File: src/rtl/ftg_pkg.sv
package ftg_pkg;

  typedef enum logic [1:0] {
    CMD_NONE    = 2'd0,
    CMD_SNAP    = 2'd1,
    CMD_SHORTEN = 2'd2
  } ftg_cmd_e;

  // Snap outranks shorten; master mode blanks both.
  function automatic ftg_cmd_e decode_cmd(input logic master, input logic snap,
                                          input logic shorten);
    if (master)       return CMD_NONE;
    else if (snap)    return CMD_SNAP;
    else if (shorten) return CMD_SHORTEN;
    else              return CMD_NONE;
  endfunction

endpackage

File: src/rtl/ftg_counter.sv
module ftg_counter
  import ftg_pkg::*;
#(
  parameter int FRAME_LEN = 8192,
  localparam int CW = $clog2(FRAME_LEN)
) (
  input  logic          clk,
  input  logic          rst,
  input  ftg_cmd_e      cmd,
  output logic [CW-1:0] cnt_q,
  output logic [CW-1:0] cnt_nxt
);

  localparam logic [CW-1:0] LAST = CW'(FRAME_LEN - 1);
  localparam logic [CW-1:0] SKIP = CW'(2);

  always_comb begin
    if (cmd == CMD_SNAP)                           cnt_nxt = '0;
    else if (cnt_q == LAST)                        cnt_nxt = '0;
    else if (cmd == CMD_SHORTEN && cnt_q == '0)    cnt_nxt = SKIP;
    else                                           cnt_nxt = cnt_q + CW'(1);
  end

  always_ff @(posedge clk) begin
    if (rst) cnt_q <= '0;
    else     cnt_q <= cnt_nxt;
  end

  // ordinary step inside a frame
  p_step_r1: assert property (@(posedge clk) disable iff (rst)
    (cmd != CMD_SNAP && cnt_q != LAST && !(cmd == CMD_SHORTEN && cnt_q == '0))
      |=> cnt_q == $past(cnt_q) + CW'(1));

  // wrap at the end of the frame
  p_wrap_r1: assert property (@(posedge clk) disable iff (rst)
    (cnt_q == LAST) |=> cnt_q == '0);

  // shortened frame skips count 1
  p_shorten_r5: assert property (@(posedge clk) disable iff (rst)
    (cmd == CMD_SHORTEN && cnt_q == '0) |=> cnt_q == SKIP);

  // snap restarts the frame
  p_snap_r6: assert property (@(posedge clk) disable iff (rst)
    (cmd == CMD_SNAP) |=> cnt_q == '0);

endmodule

File: src/rtl/ftg_clkdiv.sv
module ftg_clkdiv #(
  parameter int          STAGES   = 2,
  parameter logic [STAGES-1:0] INV_MASK = '0
) (
  input  logic              clk,
  input  logic              rst,
  input  logic [STAGES-1:0] cnt_nxt_lo,
  output logic [STAGES-1:0] div_q
);

  // Each tap i is a divide-by-2^(i+1) clock taken from counter bit i.
  // The reset level equals the tap value at count 0.
  for (genvar i = 0; i < STAGES; i++) begin : g_tap
    always_ff @(posedge clk) begin
      if (rst) div_q[i] <= INV_MASK[i];
      else     div_q[i] <= cnt_nxt_lo[i] ^ INV_MASK[i];
    end

    // every tap flips only when its counter bit changes
    p_tap_follow_r2: assert property (@(posedge clk) disable iff (rst)
      (cnt_nxt_lo[i] ^ INV_MASK[i]) == div_q[i] |=> $stable(div_q[i]));
  end

endmodule

File: src/rtl/ftg_sync.sv
module ftg_sync #(
  parameter int FRAME_LEN = 8192,
  parameter int SYNC_HALF = 4,
  localparam int CW = $clog2(FRAME_LEN)
) (
  input  logic          clk,
  input  logic          rst,
  input  logic [CW-1:0] cnt_nxt,
  output logic          sync_q
);

  localparam logic [CW-1:0] WIN_HI = CW'(FRAME_LEN - SYNC_HALF);
  localparam logic [CW-1:0] WIN_LO = CW'(SYNC_HALF);

  logic in_win;
  assign in_win = (cnt_nxt >= WIN_HI) || (cnt_nxt < WIN_LO);

  always_ff @(posedge clk) begin
    if (rst) sync_q <= 1'b1;
    else     sync_q <= in_win;
  end

  // the pulse cannot outlast its window on a nominal frame
  p_sync_drop_r4: assert property (@(posedge clk) disable iff (rst)
    (cnt_nxt == WIN_LO) |=> !sync_q);

endmodule

File: src/rtl/frame_timing_gen.sv
module frame_timing_gen
  import ftg_pkg::*;
#(
  parameter int FRAME_LEN = 8192,
  parameter int SYNC_HALF = 4,
  localparam int CW = $clog2(FRAME_LEN)
) (
  input  logic          clk,
  input  logic          rst,
  input  logic          master_mode,
  input  logic          snap_req,
  input  logic          shorten_req,
  output logic [CW-1:0] frame_pos,
  output logic          bus_clk,
  output logic          state_clk_n,
  output logic          sync_pulse
);

  localparam int DIV_STAGES = 2;
  localparam logic [DIV_STAGES-1:0] DIV_INV = 2'b10;
  localparam logic [CW-1:0] LAST = CW'(FRAME_LEN - 1);

  ftg_cmd_e cmd;
  logic [CW-1:0] cnt_q, cnt_nxt;
  logic [DIV_STAGES-1:0] div_q;

  assign cmd = decode_cmd(master_mode, snap_req, shorten_req);

  ftg_counter #(.FRAME_LEN(FRAME_LEN)) u_cnt (
    .clk(clk), .rst(rst), .cmd(cmd), .cnt_q(cnt_q), .cnt_nxt(cnt_nxt)
  );

  ftg_clkdiv #(.STAGES(DIV_STAGES), .INV_MASK(DIV_INV)) u_div (
    .clk(clk), .rst(rst), .cnt_nxt_lo(cnt_nxt[DIV_STAGES-1:0]), .div_q(div_q)
  );

  ftg_sync #(.FRAME_LEN(FRAME_LEN), .SYNC_HALF(SYNC_HALF)) u_sync (
    .clk(clk), .rst(rst), .cnt_nxt(cnt_nxt), .sync_q(sync_pulse)
  );

  assign frame_pos   = cnt_q;
  assign bus_clk     = div_q[0];
  assign state_clk_n = div_q[1];

  // bus clock tracks count bit 0
  p_busclk_r2: assert property (@(posedge clk) disable iff (rst)
    bus_clk == frame_pos[0]);

  // inverted state clock tracks count bit 1
  p_stclk_r3: assert property (@(posedge clk) disable iff (rst)
    state_clk_n == !frame_pos[1]);

  // sync window straddles the boundary
  p_sync_r4: assert property (@(posedge clk) disable iff (rst)
    sync_pulse == (frame_pos >= CW'(FRAME_LEN - SYNC_HALF) || frame_pos < CW'(SYNC_HALF)));

  // master mode free-runs whatever the requests
  p_master_r7: assert property (@(posedge clk) disable iff (rst)
    (master_mode && frame_pos != LAST) |=> frame_pos == $past(frame_pos) + CW'(1));

  // reset lands on count-0 levels
  p_reset_r8: assert property (@(posedge clk)
    rst |=> (frame_pos == '0 && !bus_clk && state_clk_n && sync_pulse));

endmodule

File: config.mk
export PLATFORM = sky130hd
export DESIGN_NAME = frame_timing_gen
export DESIGN_NICKNAME = d
export VERILOG_FILES = /design/src/rtl/ftg_pkg.sv /design/src/rtl/ftg_counter.sv /design/src/rtl/ftg_clkdiv.sv /design/src/rtl/ftg_sync.sv /design/src/rtl/frame_timing_gen.sv
export SDC_FILE = /design/constraint.sdc
export NUM_CORES = 1
export LEC_CHECK = 0
export BUFFER_PORTS_ARGS = -buffer_cell sky130_fd_sc_hd__buf_2
export CAP_MARGIN = 25
export CORE_MARGIN = 2
export CORE_UTILIZATION = 52
export CTS_CLUSTER_SIZE = 30
export DETAILED_ROUTE_END_ITERATION = 16
export PLACE_DENSITY = 0.88
export SLEW_MARGIN = 20
export SYNTH_ARGS = -nofsm -noshare
export SYNTH_HDL_FRONTEND = slang
export SYNTH_SLANG_ARGS = --single-unit
File: constraint.sdc
create_clock -name clk -period 2.9 [get_ports clk]
set_clock_uncertainty 0.15 [all_clocks]
set_input_delay 0.145 -clock clk [delete_from_list [all_inputs] [get_ports clk]]
set_output_delay 0.145 -clock clk [all_outputs]
set_load 0.005 [all_outputs]
After elaboration in Yosys (flattened, before gate mapping). Index checks and enable logic that the tools add are counted.

$mul: 0. Equality and inequality tests: 3. Reduce and logical (&&, ||, !) cells: 3. Add/subtract/negate cells: 1. Magnitude comparators: 2. Bitwise gates (word level): 1. Shift operators: 0. Multiplexer cells: 6. Div/mod/pow operators: 0.

Operators with widths (count): 13-bit two-way mux (3); 13-bit by 1-bit adder with 13-bit output, second input constant (1); 13-bit == test, second input constant (1); 13-bit >= comparator, second input constant (1); 13-bit zero test (1); 13-bit by 3-bit less-than comparator with 1-bit output, second input constant (1); 2-bit two-way mux (3); 2-bit by 1-bit == test with 1-bit output, second input constant (1); 2-bit == test, second input constant (1); 1-bit logical AND (1); 1-bit logical OR (1); 1-bit NOT (1).

Bits in read-only memories: 0. Memories kept: 0. Logic and storage cells: 20. Input port bits: 5. Bits in latches: 0. Output and inout bits: 16. Flip-flop bits (word level): 16. Memory bits (writable): 0.

Logic depth before layout (Yosys ltp). Gate-level depths: netlist of the first run.

Depth after elaboration: 10. Depth in mapped cells: 8. Depth with buffers taken out: 7.

Hierarchy. From an unflattened synthesis of the first run, not the netlist that was laid out.

Cells, all modules: 102. Area, all modules: 883.3 sq um.

Modules (own cells, without submodules): ftg_counter (sequential area each 260.2 sq um, cells an instance 87, area an instance 735.7 sq um, instances 1); ftg_sync (sequential area each 20.0 sq um, cells an instance 9, area an instance 76.3 sq um, instances 1); ftg_clkdiv (sequential area each 40.0 sq um, cells an instance 4, area an instance 52.6 sq um, instances 1); frame_timing_gen (sequential area each 0.0 sq um, cells an instance 2, area an instance 18.8 sq um, instances 1).

Worst setup path after synthesis of the first run. OpenSTA, ideal clock, no wires.

Path kind: register -> register. From: register u_cnt.cnt_q[0]. To: register u_sync.sync_q. Setup time: 101 ps. Path slack: 878 ps. Clock period less this slack: 2022 ps. Path buffers: 0. Data required time: 2649 ps. Cell stages (with the launch flop): 8. Arrival time: 1771 ps. Cells stage by stage: dfxtp_1 > ha_1 > nand3_1 > or4_1 > o21a_1 > nor4_1 > o32ai_1 > o41ai_1.

Cells in the longest elaborated chain, start to end: 7. Elaborated cells between the ends (all ways): 10. Those cells by class: 1 x add/sub; 2 x order compare; 1 x eq/ne; 3 x mux; 3 x reduce/logical.

RTL lines: from (decl) (line ftg_counter.sv:10) `output logic [CW-1:0] cnt_q,`; from (signal assigned) (line ftg_counter.sv:26) `else cnt_q <= cnt_nxt;`; parallel branches: the longest is 3 deep, another holds 13-bit by 1-bit adder with 13-bit output; 13-bit two-way mux (*) (line ftg_counter.sv:19) `else if (cnt_q == LAST) cnt_nxt = '0;`; 13-bit two-way mux (*) (line ftg_counter.sv:18) `if (cmd == CMD_SNAP) cnt_nxt = '0;`; 13-bit >= comparator or 13-bit by 3-bit less-than comparator with 1-bit output (tied branches) (line ftg_sync.sv:16) `assign in_win = (cnt_nxt >= WIN_HI) || (cnt_nxt < WIN_LO);`; 1-bit logical OR (*) (line ftg_sync.sv:16); to (signal assigned) (line ftg_sync.sv:20) `else sync_q <= in_win;`; to (decl) (line ftg_sync.sv:9) `output logic sync_q`.

Every way passes the cells marked *. A chain may end at the register's enable or synchronous reset.

Final worst setup path of the first run. Same ends and word-level chain as after synthesis.

==> results.txt, run 1 <==
Run status - finished, final reports clean
Largest net degree at the start of global routing - 14
Width of the die - 46.1 um
CTS buffer count - 3
Cell taking the most area after synthesis - dfxtp_1
Fmax - 416 MHz
Mapped Cells - 117
Nets - 140
I/O pins - 21
Hold_ws - 0.153 ns
Starting DRT DRC Count - 16
Tcrit/Tclk final - 82.8%
Final HPWL DP - 1410 um
Detailed-route via count - 892
RSZ-0062 raised after global routing - no
Initial Util - 54.7%
Area growth syn-to-layout - 11.5%
Grt met1 use - 26.7%
FP Rows - 15
Synthesized area per cell - 7.89 um^2
Critical Path RT - 2.94 ns
Busiest grt layer - met2
# setup viols final - 0
Gpl congestion - 0.916
Syn nets - 124
Commonest non-fill, non-tap cell in the layout - buf_2
Htree depth - 1
Startpoint Class - register
#FFs+latches synth - 15
Hold Crit Class - input pin to register
Root buffer cell - clkbuf_4
CTS Buffer Depth - 2
Crit. End Element - register
Crit path DAT - 2.44 ns
Pleak - 0.399 nW
Antenna Cells - 0
Max cap viols - 0
# clock sinks - 15
Hold Startpoint - shorten_req
Final hold violation count - 0
Routed Antenna Nets - 0
Mapped cell area - 923 um^2
Synth area leaders - dfxtp_1 (33%), xnor2_1 (6.6%), nor2_1 (5.3%)
Min Clock Period, post-route - 2.40 ns
Crit Path Category - register to register
Clock Pin Slew Worst Setup and Hold Paths - 0.08 ns
Final wirelength - 2000 um
Die span in y - 46.1 um
Utilization after layout - 61.0%
Maximum net fanout on the critical path - 13
Overall die area - 2130 um^2
Pwr Density - 356 nW/um^2
Hold depth - 4
Worst r2r src - u_cnt.cnt_q[0]
Core area - 1690 um^2
Port Buf Inserts - 20
Layout cells sized above 1 - 19.7%
Reg2reg end - u_sync.sync_q
Number of vias per cell - 5.99
Fin. max-slew vios - 0
Post-synth top area share - 32.5%
Routed WL per cell - 13.4 um
Initial antenna violation count - 0
Routing usage on met2 - 35.6%
Ys Warns - 0
Total Power - 0.366 mW
Gr usage total - 21.9%
Worst Reg-to-Reg Cells - 7
Most frequent cells in the layout - buf_2 (20), dfxtp_1 (15), nor2_1 (13)
Detailed Routing Iterations Pass 1 - 4
Setup Buffers After CTS - 0
Post-synth cell types - 37
Residual DRC - 0
Clk Latency, worst-skew pair - 0.28 ns
R2R Setup Slk - 0.50 ns
Met3 usage - 4.71%
Sum Neg Setup Slack - 0 ns
Sequential-to-total area share from yosys stat - 32.5%
Rel. slew slack - 64.7%
First-pass GRT wire length - 3310 um
Number of global-route vias before repair - 750
CTS tree - yes
Worst Hold Endpoint - u_cnt.cnt_q[1]
Slew @ Worst Pin - 0.530 ns
Peak VDD IR - 0.254 mV
Total grt overflow - 0
Yosys cell counts:
master	number
buf_4	2
o21ai_0	3
o41ai_1	1
o21a_1	2
nand3_1	9
buf_2	5
nor4b_1	1
o41a_1	1
nor2b_4	1
o22ai_1	1
mux2i_1	1
or4_1	1
nor2b_1	1
nand2_1	8
xnor2_1	7
or2b_1	1
nand4_1	1
and4_1	1
nand3_4	1
xor2_1	3
nand2b_1	3
ha_1	2
nor2_1	13
and2_1	1
nor4_1	4
and3_1	2
a2bb2oi_1	1
a311oi_1	1
dfxtp_1	15
a211o_2	1
a21oi_1	3
a31oi_1	1
and3b_1	1
nor3_1	9
inv_1	5
clkbuf_1	3
o32ai_1	1
what timing repair did:
action | CTS | global route
hold buffers | 1 | 0
hold endpoints to repair | 1 | 0
setup endpoints to repair | 0 | 0
resized for setup | 0 | 0
state kept, by name, indices dropped and copies added, names as in the netlist:
register       flops
u_cnt.cnt_q       13
u_div.div_q        1
u_sync.sync_q      1
power by group:
part	total [mW]	switching [mW]	internal, mW
clock	0.117	0.0639	0.0534
combinational	0.0322	0.0172	0.0150
sequential	0.217	0.00597	0.211
worst max path at each step:
stage / startpoint / to / slack [ns] / depth (start not counted)
finish: u_cnt.cnt_q[0] / u_sync.sync_q / 0.50 / 7
global route: u_cnt.cnt_q[0] / u_sync.sync_q / 0.31 / 7
detailed placement: u_cnt.cnt_q[0] / u_sync.sync_q / 0.56 / 7
floorplan: u_cnt.cnt_q[0] / u_sync.sync_q / 0.88 / 7
global placement: u_cnt.cnt_q[0] / u_sync.sync_q / 0.74 / 7
CTS: u_cnt.cnt_q[0] / u_sync.sync_q / 0.55 / 7
routing by layer:
layer	vias to the layer above	part of all wire [%]
li1	439	-
met1	411	43
met2	38	49
met3	4	6.8
met4	0	1.3
met5	-	0
per-stage QoR:
step                instances  setup WS [ns]  instance area, um^2
floorplan                 117          0.878                  923
global placement          144          0.744                  993
detailed placement        144          0.560                  993
CTS                       149          0.545                 1030
global route              149          0.314                 1030
finish                    149          0.498                 1030
worst max-delay path, stage by stage (launching register included):
cell	delay [ns]
dfxtp_1	0.47
ha_1	0.29
nand3_1	0.22
nor4_1	0.41
nor3_1	0.12
nand2b_1	0.41
o32ai_1	0.15
o41ai_1	0.09
final cells by class:
cell class / count / area, um^2
flip-flops and latches: 15 / 300
repair buffers: 21 / 110
clock buffers: 4 / 26.3
multi-input cells: 87 / 553
fillers: 162 / 659
inverters: 5 / 18.8
well taps: 17 / 21.3
kinds of logic after synthesis:
group / count (synthesis) / share of synthesized area (%)
DFF: 15 / 32.5
AOI/OAI and AO/OA: 16 / 12.3
muxes: 1 / 1.08
and+or+nand+nor: 58 / 34.3
buffers and inverters: 15 / 7.59
adders and majority gates: 2 / 2.71
xor gates and xnor gates: 10 / 9.49
(Power assumes the default switching activity.)
==> run 2: changes to the inputs <==
==> constraint.sdc (replaced) <==
create_clock -name clk -period 2.3 [get_ports clk]
set_clock_uncertainty 0.15 [all_clocks]
set_input_delay 0.115 -clock clk [delete_from_list [all_inputs] [get_ports clk]]
set_output_delay 0.115 -clock clk [all_outputs]
set_load 0.005 [all_outputs]
==> run 2 against run 1 <==
  * Register-to-register slack got worse by 0.35 ns
  * Highest routed layer unchanged
  * Global-route usage fell by 0.76 points
  * Largest power group unchanged
  * Clock-buffer cell count is the same
  * Critical endpoint unchanged
==> results.txt, run 2 (synthesized netlist as in run 1, its figures left out) <==
Setup Buffers After CTS - 0
CTS Buffer Depth - 2
Rel. slew slack - 70.8%
Clock Pin Slew Worst Setup and Hold Paths - 0.08 ns
FP Rows - 15
Largest net degree at the start of global routing - 12
Routed Antenna Nets - 0
Pleak - 0.416 nW
Setup WS post-layout - 0.152 ns
Pwr Density - 439 nW/um^2
Fin. max-slew vios - 0
Combinational power share - 9.2%
Antenna Cells - 0
Peak VDD IR - 0.288 mV
Sw Pwr - 0.112 mW
Min Clock Period, post-route - 2.15 ns
Non-filler cells, final - 153
Largest Register - u_cnt.cnt_q
CTS tree - yes
Placed insts - 148
Startpoint Class - register
# clock sinks - 15
Flop pwr share - 58.7%
First-pass GRT wire length - 3190 um
Detailed Routing Iterations Pass 1 - 4
Internal - 0.356 mW
# fillers - 145
Number of global-route vias before repair - 760
Initial antenna violation count - 0
Total grt overflow - 0
Tcrit/Tclk final - 93.4%
Nets - 144
Most frequent cells in the layout - buf_2 (20), nor2_1 (13), dfxtp_1 (13)
Starting DRT DRC Count - 21
Initial Util - 54.7%
Root buffer cell - clkbuf_4
Clk pwr share - 32.1%
Final HPWL DP - 1510 um
Final hold violation count - 0
Hold_ws - 0.112 ns
Width of the die - 46.1 um
Crit. End Element - register
CTS buffer count - 3
Max cap viols - 0
Routed WL per cell - 12.8 um
Hold Crit Class - input pin to register
Utilization after layout - 63.0%
I/O pins - 21
Overall die area - 2130 um^2
Area growth syn-to-layout - 15.3%
Commonest non-fill, non-tap cell in the layout - buf_2
RSZ-0062 raised after global routing - no
Core area - 1690 um^2
Max reg flops - 13
Htree depth - 1
Largest registers - u_cnt.cnt_q (13), u_div.div_q (1), u_sync.sync_q (1)
Critical Path RT - 2.31 ns
Crit path DAT - 2.16 ns
Fmax - 466 MHz
Number of vias per cell - 5.97
Maximum net fanout on the critical path - 10
Residual DRC - 0
Pre-CTS WS - 0.0926 ns
Final wirelength - 1960 um
Detailed-route via count - 913
Die span in y - 46.1 um
Port Buf Inserts - 20
Gr usage total - 21.1%
Switching share of power - 23.9%
Sum Neg Setup Slack - 0 ns
Slew @ Worst Pin - 0.435 ns
Clk Latency, worst-skew pair - 0.28 ns
Crit Path Category - register to register
# setup viols final - 0
Gpl congestion - 0.908
Layout cells sized above 1 - 24.3%
Run status - finished, final reports clean
==> run 2: cell count changes in the layout (fill, tap and decap cells not counted), sizes merged <==
cell,before,now
buf,20,24
==> run 2: cell type report <==
type                    instances  area [um^2]  share of cell area [%]
clock buffers                   4         26.3                    2.47
flip-flops and latches         15          303                    28.4
multi-input cells              87          556                    52.2
well taps                      17         21.3                    2.00
repair buffers                 25          140                    13.2
inverters                       5         18.8                    1.76
==> run 2: worst paths after layout <==
| check | start | to | slack [ns] | depth (start not counted) |
|---|---|---|---|---|
| worst min register to register | u_cnt.cnt_q[0] | u_cnt.cnt_q[0] | 0.35 | 1 |
| worst max register to register | u_cnt.cnt_q[2] | u_sync.sync_q | 0.15 | 6 |
| worst min-delay path | shorten_req | u_cnt.cnt_q[1] | 0.11 | 4 |
| worst max-delay path | u_cnt.cnt_q[2] | u_sync.sync_q | 0.15 | 6 |
==> run 2: metrics by stage <==
stage	total power [mW]	instance area (um^2)
4_1_cts	0.471	1060
2_1_floorplan	0.304	923
3_5_place_dp	0.322	1020
5_1_grt	0.489	1060
6_report	0.468	1060
3_3_place_gp	0.320	1020
==> run 2: worst max-delay path: stages, from the launching register on <==
cell and delay, ns:
dfxtp_1 0.50, and4_1 0.36, nor2b_4 0.20, a311oi_1 0.09
o41a_1 0.38, o32ai_1 0.22, o41ai_1 0.13
==> run 2: repair_timing <==
action | 4_1_cts | 5_1_grt
setup endpoints to repair | 0 | 10
resized for setup | 0 | 3
hold buffers | 1 | 0
endpoints found under the hold margin | 2 | 0
==> run 2: power groups by stage <==
stage	combinational [mW]	sequential [mW]	clock, mW
floorplan	0.0254	0.279	0
global route	0.0482	0.276	0.165
global placement	0.0409	0.279	0
finish	0.0430	0.275	0.150
detailed placement	0.0419	0.280	0
CTS	0.0433	0.274	0.154
==> run 2: routing by layer <==
layer / vias to the layer above / wire, um / global-route usage [%] / part of all wire, %
met5: - / 0 / 0 / 0
met4: 0 / 57 / 12.6 / 2.9
met2: 35 / 937 / 35.0 / 48
li1: 455 / - / - / -
met3: 7 / 123 / 3.92 / 6.3
met1: 416 / 838 / 24.9 / 43
==> run 3: changes to the inputs <==
==> constraint.sdc (replaced) <==
create_clock -name clk -period 2.13 [get_ports clk]
set_clock_uncertainty 0.15 [all_clocks]
set_input_delay 0.1065 -clock clk [delete_from_list [all_inputs] [get_ports clk]]
set_output_delay 0.1065 -clock clk [all_outputs]
set_load 0.005 [all_outputs]
==> run 3 against run 2 <==
  * Cell count up 1.3%
  * Utilization up 1.2 points
  * Register-to-register slack worse by 0.08 ns
  * Maximum frequency up 4.6%
  * Sequential share of layout area down 0.64 points
  * Critical path depth unchanged
  * First-iteration DRC count up 33%
  * Total power up 9.9%
  * Worst setup slack worse by 0.075 ns
==> results.txt, run 3 (synthesized netlist as in run 1, its figures left out) <==
Run status - finished, final reports clean
Max cap viols - 0
CTS Buffer Depth - 2
Final wirelength - 2120 um
RSZ-0062 raised after global routing - yes
Crit. End Element - register
# clock sinks - 15
Starting DRT DRC Count - 28
Crit path DAT - 2.09 ns
Min Clock Period, post-route - 2.05 ns
Htree depth - 1
Detailed Routing Iterations Pass 1 - 4
Internal - 0.387 mW
Largest registers - u_cnt.cnt_q (13), u_div.div_q (1), u_sync.sync_q (1)
Setup Buffers After CTS - 0
Layout cells sized above 1 - 25.4%
Fin. max-slew vios - 0
Gr usage total - 23.1%
Sw Pwr - 0.127 mW
CTS buffer count - 3
Core area - 1690 um^2
Root buffer cell - clkbuf_4
Switching share of power - 24.8%
Largest Register - u_cnt.cnt_q
FP Rows - 15
Nets - 146
CP max stage delay - 0.56 ns
Die span in y - 46.1 um
Commonest non-fill, non-tap cell in the layout - buf_2
Combinational power share - 10.5%
Total grt overflow - 0
CTS tree - yes
Routed WL per cell - 13.6 um
Overall die area - 2130 um^2
I/O pins - 21
Maximum net fanout on the critical path - 11
Port Buf Inserts - 20
Rel. slew slack - 71.0%
# setup viols final - 0
Number of global-route vias before repair - 819
Flop pwr share - 57.1%
Tcrit/Tclk final - 96.4%
Critical Path RT - 2.17 ns
Fmax - 487 MHz
Fin area - 1080 um^2
Slew @ Worst Pin - 0.432 ns
Antenna Cells - 0
Clk Latency, worst-skew pair - 0.28 ns
Final hold violation count - 0
Crit-path cells - nand4_1 -> or4_1 -> o21a_1 -> nor4_1 -> o32ai_1 -> o41ai_1
Pre-CTS WS - 0.0602 ns
Area growth syn-to-layout - 17.5%
Crit Path Category - register to register
Width of the die - 46.1 um
Routed Antenna Nets - 0
Hold Crit Class - input pin to register
Reg2reg end - u_sync.sync_q
Gpl congestion - 0.883
Most frequent cells in the layout - buf_2 (20), dfxtp_1 (14), nor2_1 (13)
Slowest-stage cell, CP - dfxtp_1
Clock Pin Slew Worst Setup and Hold Paths - 0.09 ns
Residual DRC - 0
Detailed-route via count - 909
Worst r2r src - u_cnt.cnt_q[7]
Placed insts - 150
Number of vias per cell - 5.86
Clk pwr share - 32.3%
Max reg flops - 13
R2R Setup Slk - 0.08 ns
Worst Reg-to-Reg Cells - 6
Non-filler cells, final - 155
Pleak - 0.428 nW
Worst Setup SP - u_cnt.cnt_q[7]
Initial Util - 54.7%
Final HPWL DP - 1530 um
Placed Area - 1040 um^2
Initial antenna violation count - 0
Pwr Density - 474 nW/um^2
First-pass GRT wire length - 3510 um
Setup WS post-layout - 0.0772 ns
Largest net degree at the start of global routing - 12
Startpoint Class - register
CP Capture Point - u_sync.sync_q
Peak VDD IR - 0.405 mV
==> run 3: cell types whose count changed in the layout (fill, tap and decap cells not counted) <==
cell / before / now
buf_4: 4 / 6
dfxtp_1: 13 / 14
dfxtp_2: 2 / 1
nor4_1: 4 / 3
nor4_2: 0 / 1
==> run 3: power groups by stage <==
stage | combinational [mW] | clock (mW) | sequential, mW
3_3_place_gp | 0.0500 | 0 | 0.299
6_report | 0.0541 | 0.166 | 0.294
2_1_floorplan | 0.0275 | 0 | 0.301
4_1_cts | 0.0532 | 0.171 | 0.293
3_5_place_dp | 0.0515 | 0 | 0.300
5_1_grt | 0.0600 | 0.179 | 0.295
==> run 3: cell type report <==
type | count | area [um^2]
clock buffer | 4 | 26.3
fill | 151 | 604
inverter | 5 | 18.8
multi-input combinational | 87 | 562
sequential | 15 | 302
tap | 17 | 21.3
timing repair buffer | 27 | 155
==> run 3: routing by layer <==
layer  share of wire [%]  global-route usage [%]  vias up
met2                  48                    38.3       42
li1                    -                       -      453
met3                 8.0                    4.31        4
met1                  43                    27.9      410
met4                 1.1                    12.0        0
met5                   0                       0        -
==> run 3: critical path, delay by kind of cell, from the launching register on <==
family	cells	cell delay, ns
flip-flops	1	0.56
AO/OA/AOI/OAI	3	0.34
AND/OR/NAND/NOR	3	0.90
==> run 3: what timing repair did <==
item,4_1_cts,5_1_grt
gates resized for setup,0,3
endpoints found under the setup margin,0,10
hold buffers,1,0
endpoints found under the hold margin,3,0
==> run 3: worst min path at each step <==
stage,startpoint,endpoint,slack (ns),depth (start not counted)
after global placement,rst,u_sync.sync_q,0.21,3
after floorplan,rst,u_sync.sync_q,0.1,2
after detailed placement,rst,u_sync.sync_q,0.22,3
final,shorten_req,u_cnt.cnt_q[1],0.12,4
after CTS,shorten_req,u_cnt.cnt_q[1],0.11,4
after global routing,shorten_req,u_cnt.cnt_q[1],0.12,4
==> run 3: stage by stage <==
step                      utilization (%)  setup TNS, ns  hold slack, ns  power, mW
after floorplan                         -              0          0.0998      0.328
after global placement               61.5              0           0.211      0.349
after detailed placement             61.5              0           0.219      0.351
after CTS                            63.6              0           0.113      0.517
after global routing                 64.2        -0.0160           0.124      0.534
final                                64.2              0           0.117      0.514
